## src/rtl/strap_pkg.sv

```systemverilog
package strap_pkg;

    typedef enum logic [1:0] {
        ST_SAMPLE = 2'd0,
        ST_LATCH  = 2'd1,
        ST_DRIVE  = 2'd2
    } strap_state_e;

endpackage

```

## src/rtl/strap_sync.sv

```systemverilog
module strap_sync #(
    parameter int WIDTH  = 4,
    parameter int STAGES = 2
) (
    input  logic             clk,
    input  logic [WIDTH-1:0] din,
    output logic [WIDTH-1:0] dout
);
    // Per-pad synchronizer chain; no reset so it runs while reset is held.
    for (genvar p = 0; p < WIDTH; p++) begin : g_pad
        logic [STAGES-1:0] chain;
        always_ff @(posedge clk) begin
            chain <= {chain[STAGES-2:0], din[p]};
        end
        assign dout[p] = chain[STAGES-1];
    end
endmodule

```

## src/rtl/strap_fsm.sv

```systemverilog
module strap_fsm
    import strap_pkg::*;
(
    input  logic clk,
    input  logic por_n,
    output logic capture_en,
    output logic strobe,
    output logic drive_en,
    output logic configured
);
    strap_state_e state_q, state_d;

    // State register; T_RESET is asynchronous.
    always_ff @(posedge clk or negedge por_n) begin
        if (!por_n) state_q <= ST_SAMPLE;
        else        state_q <= state_d;
    end

    always_comb begin
        state_d = state_q;
        unique case (state_q)
            ST_SAMPLE: state_d = ST_LATCH;   // T_RELEASE
            ST_LATCH:  state_d = ST_DRIVE;   // T_ENABLE
            ST_DRIVE:  state_d = ST_DRIVE;   // T_HOLD
            default:   state_d = ST_SAMPLE;
        endcase
    end

    always_comb begin
        capture_en = 1'b0;
        strobe     = 1'b0;
        drive_en   = 1'b0;
        configured = 1'b0;
        unique case (state_q)
            ST_SAMPLE: capture_en = 1'b1;
            ST_LATCH: begin
                strobe     = 1'b1;
                configured = 1'b1;
            end
            ST_DRIVE: begin
                drive_en   = 1'b1;
                configured = 1'b1;
            end
            default: capture_en = 1'b0;
        endcase
    end

    AST_DRIVE_NEEDS_LATCH: assert property (@(posedge clk) disable iff (!por_n)
        $rose(drive_en) |-> $past(strobe)) else $error("drive without strobe");
endmodule

```

## src/rtl/strap_cfg.sv

```systemverilog
module strap_cfg #(
    parameter int          WIDTH     = 4,
    parameter logic [WIDTH-2:0] TEST_CODE = 3'b011
) (
    input  logic             clk,
    input  logic             por_n,
    input  logic             capture_en,
    input  logic             configured,
    input  logic [WIDTH-1:0] strap_d,
    output logic             bus_sync_sel,
    output logic [WIDTH-2:0] freq_sel,
    output logic             test_mode
);
    localparam int FS_W = WIDTH - 1;

    logic [WIDTH-1:0] cfg_q;

    // Unstrapped pads read high, so the default is all ones.
    always_ff @(posedge clk or negedge por_n) begin
        if (!por_n)          cfg_q <= '1;
        else if (capture_en) cfg_q <= strap_d;
    end

    assign bus_sync_sel = cfg_q[0];
    assign freq_sel     = cfg_q[FS_W:1];
    assign test_mode    = configured && (cfg_q[FS_W:1] == TEST_CODE);

    AST_CFG_HOLD: assert property (@(posedge clk) disable iff (!por_n)
        (configured && $past(configured)) |-> $stable(cfg_q)) else $error("cfg changed");
endmodule

```

## src/rtl/strap_latch_ctrl.sv

```systemverilog
module strap_latch_ctrl #(
    parameter int NUM_STRAPS  = 4,
    parameter int SYNC_STAGES = 2
) (
    input  logic                  clk,
    input  logic                  por_n,
    input  logic [NUM_STRAPS-1:0] pad_i,
    input  logic [NUM_STRAPS-1:0] clk_src,
    output logic [NUM_STRAPS-1:0] pad_o,
    output logic [NUM_STRAPS-1:0] pad_oe,
    output logic                  bus_sync_sel,
    output logic [NUM_STRAPS-2:0] freq_sel,
    output logic                  test_mode,
    output logic                  cfg_valid
);
    localparam int FS_W = NUM_STRAPS - 1;

    logic [NUM_STRAPS-1:0] strap_s;
    logic capture_en, drive_en, configured;

    strap_sync #(.WIDTH(NUM_STRAPS), .STAGES(SYNC_STAGES)) u_sync (
        .clk  (clk),
        .din  (pad_i),
        .dout (strap_s)
    );

    strap_fsm u_fsm (
        .clk        (clk),
        .por_n      (por_n),
        .capture_en (capture_en),
        .strobe     (cfg_valid),
        .drive_en   (drive_en),
        .configured (configured)
    );

    strap_cfg #(.WIDTH(NUM_STRAPS), .TEST_CODE(FS_W'(3))) u_cfg (
        .clk          (clk),
        .por_n        (por_n),
        .capture_en   (capture_en),
        .configured   (configured),
        .strap_d      (strap_s),
        .bus_sync_sel (bus_sync_sel),
        .freq_sel     (freq_sel),
        .test_mode    (test_mode)
    );

    assign pad_oe = {NUM_STRAPS{drive_en}};
    assign pad_o  = clk_src & pad_oe;

    AST_STROBE_SINGLE: assert property (@(posedge clk) disable iff (!por_n)
        cfg_valid |=> !cfg_valid) else $error("strobe too long");
    AST_NO_DRIVE_ON_STROBE: assert property (@(posedge clk) disable iff (!por_n)
        cfg_valid |-> (pad_oe == '0)) else $error("drive during strobe");
    AST_OE_AFTER_STROBE: assert property (@(posedge clk) disable iff (!por_n)
        $rose(pad_oe[0]) |-> $past(cfg_valid)) else $error("early drive");
    AST_TEST_ONLY_CONFIGURED: assert property (@(posedge clk) disable iff (!por_n)
        test_mode |-> (cfg_valid || pad_oe[0])) else $error("test before capture");
endmodule

```

## config.mk

```make
export PLATFORM = sky130hd
export DESIGN_NAME = strap_latch_ctrl
export DESIGN_NICKNAME = d
export VERILOG_FILES = /design/src/rtl/strap_pkg.sv /design/src/rtl/strap_sync.sv /design/src/rtl/strap_fsm.sv /design/src/rtl/strap_cfg.sv /design/src/rtl/strap_latch_ctrl.sv
export SDC_FILE = /design/constraint.sdc
export NUM_CORES = 1
export LEC_CHECK = 0
export BUFFER_PORTS_ARGS = -buffer_cell sky130_fd_sc_hd__buf_2
export CAP_MARGIN = 30
export CORE_MARGIN = 10
export CORE_UTILIZATION = 37
export DETAILED_ROUTE_END_ITERATION = 10
export GPL_ROUTABILITY_DRIVEN = 1
export GPL_TIMING_DRIVEN = 1
export PLACE_DENSITY = 0.7
export SYNTH_ARGS = -nofsm -noshare
export SYNTH_HDL_FRONTEND = slang
export SYNTH_SLANG_ARGS = --single-unit
```

## constraint.sdc

```tcl
create_clock -name clk -period 1.1 [get_ports clk]
set_clock_uncertainty 0.05 [all_clocks]
set_input_delay 0.055 -clock clk [delete_from_list [all_inputs] [get_ports clk]]
set_output_delay 0.055 -clock clk [all_outputs]
set_load 0.1 [all_outputs]
```

==> metrics.md, run 1 <==
| Metric | Value |
|---|---|
| Status | complete, but fails checks |
| Failing checks | setup timing |
| H-Tree Depth | 1 |
| Worst setup EP type | output pin |
| Initial DRC count | 3 |
| Post-route antenna net violation count | 0 |
| Number of I/O pins | 24 |
| DR vias | 361 |
| Worst R2R Path Depth | 3 |
| Root cell of the clock tree | clkbuf_4 |
| Worst VDD drop | 0.8295 mV |
| Gr usage total | 0.09218 |
| Mean post-synth cell area | 14.57 sq um |
| Critical path peak fanout | 4 |
| Clock Latency Late Sink | 0.28 ns |
| CTS tree | yes |
| DR vias/cell | 4.149 |
| Starting density of the core | 0.3856 |
| Slew Limit Fails | 0 |
| Commonest non-fill, non-tap cell in the layout | buf_12 |
| Register area share after synthesis | 0.6364 |
| Synth Net Count | 49 |
| WP depth | 4 |
| Share of layout cells above drive strength 1 | 0.7778 |
| Hold Path Class | in2async |
| CP Cell Sequence | inv_2, ha_4, and4b_4, buf_12 |
| CTS Buf Count | 3 |
| Clock slew at reported path FFs | 0.09 ns |
| DP HPWL | 1.041 mm |
| Critical Path Source Type | register |
| Post-Synthesis Cells | 34 |
| Std cell rows | 13 |
| Req. time, crit path | 1.00 ns |
| Crit-path leading delay family | flip-flops |
| Worst Path Buf+Inv | 2 |
| Pin slew with the least headroom to its limit | roughly 0.14 ns |
| CTS Sinks | 14 |
| Unrepaired setup endpoints after global routing | true |
| DRC Markers | 0 |
| Multi-input logic area | 221.5 sq um |
| Rel. slew slack | 0.9051 |
| Die Ht | between 50 and 60 microns |
| Setup_tns | -4.230 ns |
| Final Setup Violations | 18 |
| Most frequent cells in the layout | buf_12 (14), buf_2 (9), dfxtp_1 (8) |
| Die area | 0.003203 sq mm |
| Final worst path period share | 1.380 |
| Crit path DAT | ~1.4 ns |
| Util after Layout | 0.8432 |
| Critical Path Slowest Stage Cell | dfrtp_1 |
| Final net count | 88 |
| CP max stage delay | 0.38 ns |
| CTS Buffer Depth | 2 |
| Antenna violations before repair | 0 |
| Post-Syn Area | 495.5 sq um |
| Sequential cell area | ~330 sq um |
| RD Place Congestion | 0.7019 |
| DR WL/cell | 16.68 microns |
| Lkg Pwr | 0.4901 nW |
| Die Width | 56.60 microns |
| First-pass GRT wire length | roughly 2.2 mm |
| MaxCap Viol Count | 0 |
| Drt first pass iters | 2 |
| Minimum clock period | 1.519 ns |
| Pin count of the biggest net entering global routing | 9 |
| Layout filler cell count | 57 |
| Critical path class | reg2out |
| N_diodes | 0 |
| Yosys reg bits | 14 |
| Fmax | 0.6585 GHz |
| Total gr overflow | 0 |
| Core area | approximately 0.0013 sq mm |
| Warnings, synthesis | 0 |
| Final worst setup slack | -0.4185 ns |
| Final wirelength | ~1.5 mm |
| Area growth syn-to-layout | 118.7% |
| Final Hold Vio Count | 0 |
| Port Buffers | 23 |
| Library cells used by synthesis | 9 |
| Vias in the first global route | 408 |
| PwrDens | 951.7 mW/mm^2 |
==> what timing repair did <==
action,CTS,global route
endpoints found under the hold margin,10,0
hold buffers,5,0
buffers inserted,2,1
setup endpoints to repair,18,18
pin swaps,5,1
cloned,0,0
resized for setup,13,1
==> cells in the mapped netlist, drive strengths merged <==
cell | number | share of area
buf | 4 | 0.061
inv | 2 | 0.015
dfxtp | 8 | 0.32
ha | 5 | 0.13
and4b | 1 | 0.020
and2 | 4 | 0.050
mux2 | 4 | 0.091
dfrtp | 2 | 0.10
dfstp | 4 | 0.21
==> logic make-up after synthesis <==
| family | share of synthesized area |
|---|---|
| adders and majority gates | 0.1263 |
| buffers and inverters | 0.07577 |
| muxes | 0.09090 |
| DFF | 0.6364 |
| and+or+nand+nor | 0.07070 |
==> where the power goes <==
group,internal [mW],switching [mW]
sequential,0.525,0.00342
combinational,0.0620,0.0775
clock,0.201,0.162
==> path summary, 6_finish.rpt <==
check,from,end,slack [ns]
min,por_n,u_fsm.state_q[0]$_DFF_PN0_,0.09
min reg2reg,u_sync.g_pad[1].chain[0]$_DFF_P_,u_sync.g_pad[1].chain[1]$_DFF_P_,0.28
max in group asynchronous,por_n,u_cfg.cfg_q[3]$_DFFE_PN1N_,0.67
max reg2reg,u_fsm.state_q[0]$_DFF_PN0_,u_cfg.cfg_q[2]$_DFFE_PN1N_,-0.05
min in group clk,u_sync.g_pad[1].chain[0]$_DFF_P_,u_sync.g_pad[1].chain[1]$_DFF_P_,0.28
max,u_fsm.state_q[0]$_DFF_PN0_,test_mode,-0.42
==> metal layers <==
layer	wire, microns	GRT usage	up-vias
met5	0	0	-
met4	47	0.03436	0
met3	79	0.03596	4
met2	900	0.1865	12
met1	423	0.07557	165
li1	-	-	180
==> cell type report <==
class / count / share of cell area
multi-input cells: 14 / 0.2044
well taps: 15 / 0.01732
flip-flops and latches: 14 / 0.3048
repair buffers: 38 / 0.4330
clock buffers: 4 / 0.03349
inverters: 2 / 0.006928
==> metrics by stage <==
| stage | hold slack [ns] | instance area, sq um | setup WS (ns) | cells | total power [mW] |
|---|---|---|---|---|---|
| 6_report | 0.09492 | 1084 | -0.4185 | 87 | 1.031 |
| 5_1_grt | 0.1007 | 1084 | -0.4815 | 87 | 1.066 |
| 4_1_cts | 0.06426 | 1072 | -0.4092 | 86 | 1.032 |
| 3_5_place_dp | -0.1659 | 908.4 | -0.1527 | 75 | 0.6640 |
| 3_3_place_gp | -0.1661 | 908.4 | -0.1188 | 75 | 0.6625 |
| 2_1_floorplan | -0.2906 | 541.8 | -0.2860 | 34 | 0.6072 |
==> flip-flops by register name, summed over array words and instances (netlist names) <==
register and count:
u_cfg.cfg_q 4, u_sync.g_pad.chain 8, u_fsm.state_q 2
Note: power is estimated with default switching activity, not from simulation.
==> inputs of run 2 (changes only) <==
==> constraint.sdc (replaced) <==
create_clock -name clk -period 1.1 [get_ports clk]
set_clock_uncertainty 0.05 [all_clocks]
set_input_delay 0.11 -clock clk [delete_from_list [all_inputs] [get_ports clk]]
set_output_delay 0.11 -clock clk [all_outputs]
set_load 0.05 [all_outputs]
==> run 2 against run 1 <==
Register-to-register slack improved by 0.04 ns. Flip-flop and latch count unchanged. Maximum frequency increased by 1.4%. Routed wire length decreased by 15%. The flow still finishes with violations (setup timing). Count of clock-buffer cells in the layout did not move. Critical path type unchanged. Core utilization down 8.6 points. Power fell by 4.8%. Sequential share of layout area increased by 1.9 points. Worst hold slack improved by 0.025 ns. First-iteration DRC count grew 67%.
==> metrics.md, run 2 (synthesis results as in run 1) <==
| Metric | Value |
|---|---|
| Unrepaired setup endpoints after global routing | true |
| Starting density of the core | 0.3856 |
| Critical path class | reg2out |
| DR vias | 367 |
| Die Ht | 56.60 microns |
| DP HPWL | 810 microns |
| Final Hold Vio Count | 0 |
| Worst setup EP type | output pin |
| N_diodes | 0 |
| PwrDens | 1009 mW/mm^2 |
| Critical Path Slowest Stage Cell | dfrtp_1 |
| Post-DP Area | ~680 sq um |
| Die Width | ~57 microns |
| Vias in the first global route | 418 |
| Commonest non-fill, non-tap cell in the layout | buf_8 |
| Req. time, crit path | 0.94 ns |
| Failing checks | setup timing |
| Final worst path period share | 1.361 |
| Final non-filler cell area | about 970 sq um |
| Top Registers | u_sync.g_pad.chain x8, u_cfg.cfg_q x4, u_fsm.state_q x2 |
| Final worst setup slack | -0.3973 ns |
| Antenna violations before repair | 0 |
| Number of I/O pins | 24 |
| MaxCap Viol Count | 0 |
| Initial DRC count | 5 |
| Critical path peak fanout | 4 |
| WHS | 0.1202 ns |
| Rel. slew slack | 0.9095 |
| Fmax | 0.6679 GHz |
| Share of layout cells above drive strength 1 | 0.7808 |
| H-Tree Depth | 1 |
| Port Buffers | 23 |
| First-pass GRT wire length | 2.014 mm |
| Final Setup Violations | 18 |
| Setup slack at placement | -0.2247 ns |
| CTS Buffer Depth | 2 |
| RD Place Congestion | 0.6863 |
| Post-route antenna net violation count | 0 |
| CP max stage delay | 0.36 ns |
| Critical Path Source Type | register |
| Std cell rows | 13 |
| Root cell of the clock tree | clkbuf_4 |
| CP Cell Sequence | inv_2, ha_4, and4b_4, buf_8 |
| Worst Path Buf+Inv | 2 |
| CTS tree | yes |
| Final net count | 89 |
| Core area | 0.001285 sq mm |
| Clock Latency Late Sink | roughly 0.28 ns |
| Gr usage total | 0.08153 |
| CTS Sinks | 14 |
| DR WL/cell | 13.97 microns |
| Clock slew at reported path FFs | 0.08 ns |
| Total gr overflow | 0 |
| Crit-path leading delay family | flip-flops |
| Number of flip-flops in the largest register | 8 |
| Setup_tns | -3.900 ns |
| Crit path DAT | 1.34 ns |
| Lkg Pwr | ~0.46 nW |
| Most flop-heavy register | u_sync.g_pad.chain |
| Drt first pass iters | 2 |
| Layout filler cell count | 60 |
| Final wirelength | 1.229 mm |
| Sequential cell area | 315.3 sq um |
| DR vias/cell | 4.170 |
| DRC Markers | 0 |
| CTS Buf Count | 3 |
| Pin count of the biggest net entering global routing | 9 |
| Worst VDD drop | 0.9276 mV |
| Pin slew with the least headroom to its limit | about 0.14 ns |
| Die area | 0.003203 sq mm |
| Minimum clock period | around 1.5 ns |
| Most frequent cells in the layout | buf_8 (10), buf_2 (9), buf_4 (8), dfxtp_1 (8), buf_6 (7) |
| Area growth syn-to-layout | 96.46% |
| Multi-input logic area | 211.5 sq um |
| Status | complete, but fails checks |
| Hold Path Class | in2async |
| Slew Limit Fails | 0 |
## run 2: cell count changes in the layout (fill, tap and decap cells not counted)
cell	change
buf_12	-14
buf_8	+10
dfstp_4	-4
ha_4	-1
buf_4	+3
dfstp_2	+4
buf_6	+2
ha_2	+1
## run 2: layer usage
metal	track usage	vias to the layer above	wire (microns)
li1	-	182	-
met3	0.05393	3	101
met2	0.1489	14	689
met4	0.03093	0	20
met1	0.06709	168	418
met5	0	-	0
## run 2: report_power, final
group	internal [mW]	total (mW)	switching [mW]	leakage [nW]
clock	0.202	0.362	0.160	0.0210
combinational	0.0466	0.0907	0.0441	0.303
sequential	0.526	0.529	0.00338	0.131
## run 2: timing repair
action / CTS / global route
hold buffers: 5 / 0
endpoints found under the setup margin: 18 / 18
endpoints found under the hold margin: 10 / 0
gates resized for setup: 50 / 3
buffers inserted: 2 / 4
cloned: 0 / 0
pin swaps: 1 / 0
## run 2: metrics by stage
stage	total power, mW	std cells	util
after floorplan	0.5786	34	-
after global placement	0.6039	75	0.5278
after detailed placement	0.6050	75	0.5278
after CTS	0.9939	86	0.7429
after global routing	1.024	88	0.7575
final	0.9817	88	0.7575
## run 2: path summary, 6_finish.rpt
check | slack [ns] | start | cells past startpoint | to
max | -0.40 | u_fsm.state_q[0]$_DFF_PN0_ | 4 | test_mode
min | 0.12 | por_n | 2 | u_fsm.state_q[0]$_DFF_PN0_
max reg2reg | -0.01 | u_fsm.state_q[0]$_DFF_PN0_ | 3 | u_cfg.cfg_q[3]$_DFFE_PN1N_
min reg2reg | 0.28 | u_sync.g_pad[1].chain[0]$_DFF_P_ | 0 | u_sync.g_pad[1].chain[1]$_DFF_P_
max in group asynchronous | 0.66 | por_n | 2 | u_cfg.cfg_q[1]$_DFFE_PN1N_
min in group clk | 0.28 | u_sync.g_pad[1].chain[0]$_DFF_P_ | 0 | u_sync.g_pad[1].chain[1]$_DFF_P_
## run 2: cell type report
cell class,instances,area share
tap,15,0.01928
sequential,14,0.3239
timing repair buffer,39,0.3946
multi-input combinational,14,0.2172
clock buffer,4,0.03728
inverter,2,0.007712
## run 2: worst register-to-register path: cells and delay by family (launching register included)
| family | cells | cell delay, ns |
|---|---|---|
| multiplexers | 1 | 0.31 |
| adder cells (fa/ha/maj) | 1 | 0.19 |
| buffers and inverters | 1 | 0.11 |
| flip-flops | 1 | 0.39 |
==> inputs of run 3 (changes only) <==
Settings changed: BUFFER_PORTS_ARGS -buffer_cell sky130_fd_sc_hd__buf_2 to not set, CORE_AREA set to 10 10 47 49, CORE_MARGIN 10 to not set, CORE_UTILIZATION 37 to not set, CTS_BUF_LIST set to sky130_fd_sc_hd__clkbuf_16, DIE_AREA set to 0 0 57 59, DONT_BUFFER_PORTS set to 1, PLACE_DENSITY 0.7 to not set.
==> run 3 against run 2 <==
The flow still finishes with violations (setup timing). Clock power rose by 82%. Global-route usage fell by 1.8 points. Worst hold slack improved by 0.0082 ns. Power rose by 28%. Critical endpoint unchanged. Core utilization fell by 15 points. Non-clock buffer count fell by 21. Via count fell by 18%. Cell count fell by 23%. Combinational power fell by 35%. Sequential power rose by 0.8%. Flip-flop and latch count did not move. Largest power group is now clock. Count of clock-buffer cells in the layout fell by 1.
==> metrics.md, run 3 (synthesis results as in run 1) <==
| Metric | Value |
|---|---|
| PwrDens | 1465 mW/mm^2 |
| Failing checks | setup timing |
| Req. time, crit path | 0.94 ns |
| Total gr overflow | 0 |
| Worst setup EP type | output pin |
| CTS Buf Count | 3 |
| Area growth syn-to-layout | 72.47% |
| Reg2reg start | u_fsm.state_q[0]$_DFF_PN0_ |
| Layout filler cell count | 103 |
| Std cell rows | 14 |
| Commonest non-fill, non-tap cell in the layout | dfxtp_1 |
| Post-DP Area | 619.3 sq um |
| WHS | around 0.13 ns |
| Critical Path Start | u_fsm.state_q[0]$_DFF_PN0_ |
| Worst R2R Setup Slack | -0.01 ns |
| Rel. slew slack | 0.8192 |
| Lkg Pwr | 0.3676 nW |
| N_diodes | 0 |
| Sw frac | 0.1776 |
| Clock Power Share | 0.527 |
| H-Tree Depth | 1 |
| NetSw | 0.2223 mW |
| Drt first pass iters | 2 |
| Int Pwr | 1.029 mW |
| Number of flip-flops in the largest register | 8 |
| CTS Buffer Depth | 2 |
| Die Ht | 59 microns |
| Final non-filler cell area | 854.6 sq um |
| Starting density of the core | 0.3536 |
| Fmax | roughly 0.70 GHz |
| CTS tree | yes |
| CP Cell Sequence | inv_2, ha_4, and4b_4 |
| Critical Path Source Type | register |
| Port Buffers | 0 |
| MaxCap Viol Count | 0 |
| Pin slew with the least headroom to its limit | 0.2703 ns |
| Minimum clock period | 1.430 ns |
| Setup slack at placement | -0.1353 ns |
| Pin count of the biggest net entering global routing | 9 |
| Most flop-heavy register | u_sync.g_pad.chain |
| Worst setup path end | test_mode |
| Most frequent cells in the layout | dfxtp_1 (8), buf_4 (6), dlygate4sd3_1 (5) |
| DR vias | about 300 |
| Unrepaired setup endpoints after global routing | true |
| Util after Layout | 0.6098 |
| Final wirelength | 1.008 mm |
| Worst R2R Path Depth | 3 |
| Reg power frac | 0.426 |
| Root cell of the clock tree | clkbuf_16 |
| Status | complete, but fails checks |
| Crit Reg-Reg Endpoint | u_cfg.cfg_q[2]$_DFFE_PN1N_ |
| RD Place Congestion | 0.6833 |
| Top Registers | u_sync.g_pad.chain x8, u_cfg.cfg_q x4, u_fsm.state_q x2 |
| Final Setup Violations | 13 |
| DR WL/cell | 14.82 microns |
| Core area | 0.001401 sq mm |
| Worst VDD drop | 1.290 mV |
| Die Width | 57 microns |
| Gr usage total | 0.06402 |
| Share of layout cells above drive strength 1 | 0.6731 |
| Initial DRC count | 1 |
| Number of I/O pins | 24 |
| Vias in the first global route | 363 |
| Total power | roughly 1.3 mW |
| Antenna violations before repair | 0 |
| Slew Limit Fails | 0 |
| DRC Markers | 0 |
| Die area | 0.003363 sq mm |
| Final worst path period share | 1.300 |
| Critical Path Slowest Stage Cell | dfrtp_1 |
| Hold Path Class | in2async |
| CP max stage delay | 0.35 ns |
| First-pass GRT wire length | 1.711 mm |
| Combinational power share | 0.047 |
| Final net count | 68 |
| Final Hold Vio Count | 0 |
| Clock Latency Late Sink | 0.24 ns |
| Critical path peak fanout | 4 |
| Post-route antenna net violation count | 0 |
| Clock slew at reported path FFs | 0.05 ns |
| Crit path DAT | 1.27 ns |
| Critical path class | reg2out |
| Final worst setup slack | -0.3297 ns |
| DR vias/cell | 4.426 |
| CTS Sinks | 14 |
-- run 3: how the worst min path moves through the flow --
stage	from	to	slack, ns	cells after the start
floorplan	por_n	u_fsm.state_q[0]$_DFF_PN0_	-0.24	0
global placement	por_n	u_fsm.state_q[0]$_DFF_PN0_	-0.24	0
CTS	por_n	u_fsm.state_q[1]$_DFF_PN0_	0.13	1
detailed placement	por_n	u_fsm.state_q[1]$_DFF_PN0_	-0.24	0
finish	por_n	u_fsm.state_q[1]$_DFF_PN0_	0.13	1
global route	por_n	u_fsm.state_q[1]$_DFF_PN0_	0.15	1
-- run 3: final cells by class --
cell class | instances | area (sq um) | area share
Inverter | 2 | 7.507 | 0.008785
Tap cell | 16 | 20.02 | 0.02343
Timing Repair Buffer | 18 | 211.5 | 0.2474
Clock buffer | 3 | 75.07 | 0.08785
Clock inverter | 1 | 3.754 | 0.004392
Sequential cell | 14 | 315.3 | 0.3690
Multi-Input combinational cell | 14 | 221.5 | 0.2592
-- run 3: timing repair --
action                                 CTS  global route
pin swaps                                5             1
endpoints found under the hold margin   10             0
gates cloned                             0             0
hold buffers                             5             0
gates resized for setup                 17             1
setup endpoints to repair               17            17
setup buffers                            4             2
-- run 3: per-stage QoR --
step	cells	TNS, ns
4_1_cts	67	-2.854
3_5_place_dp	55	-1.031
5_1_grt	68	-3.438
3_3_place_gp	55	-0.5477
6_report	68	-2.757
2_1_floorplan	34	-0.1749
-- run 3: power groups by stage --
stage / Combinational [mW] / Sequential (mW) / Clock [mW]
after floorplan: 0.0398 / 0.539 / 0
after global placement: 0.0417 / 0.539 / 0
after detailed placement: 0.0412 / 0.541 / 0
after CTS: 0.0593 / 0.533 / 0.681
after global routing: 0.0625 / 0.533 / 0.701
final: 0.0586 / 0.533 / 0.660
-- run 3: worst max-delay path: cells and delay by family (launching register included) --
kind | cells | cell delay [ns]
buffers and inverters | 1 | 0.07
adder cells (fa/ha/maj) | 1 | 0.26
flip-flops | 1 | 0.35
AND/OR/NAND/NOR | 1 | 0.35
-- run 3: routing by layer --
layer  vias to the layer above  wire [microns]  global-route usage
met5                         -               0                   0
met2                        16             509              0.1023
li1                        140               -                   -
met4                         0               0             0.05034
met1                       145             407             0.06432
met3                         0              91             0.02790
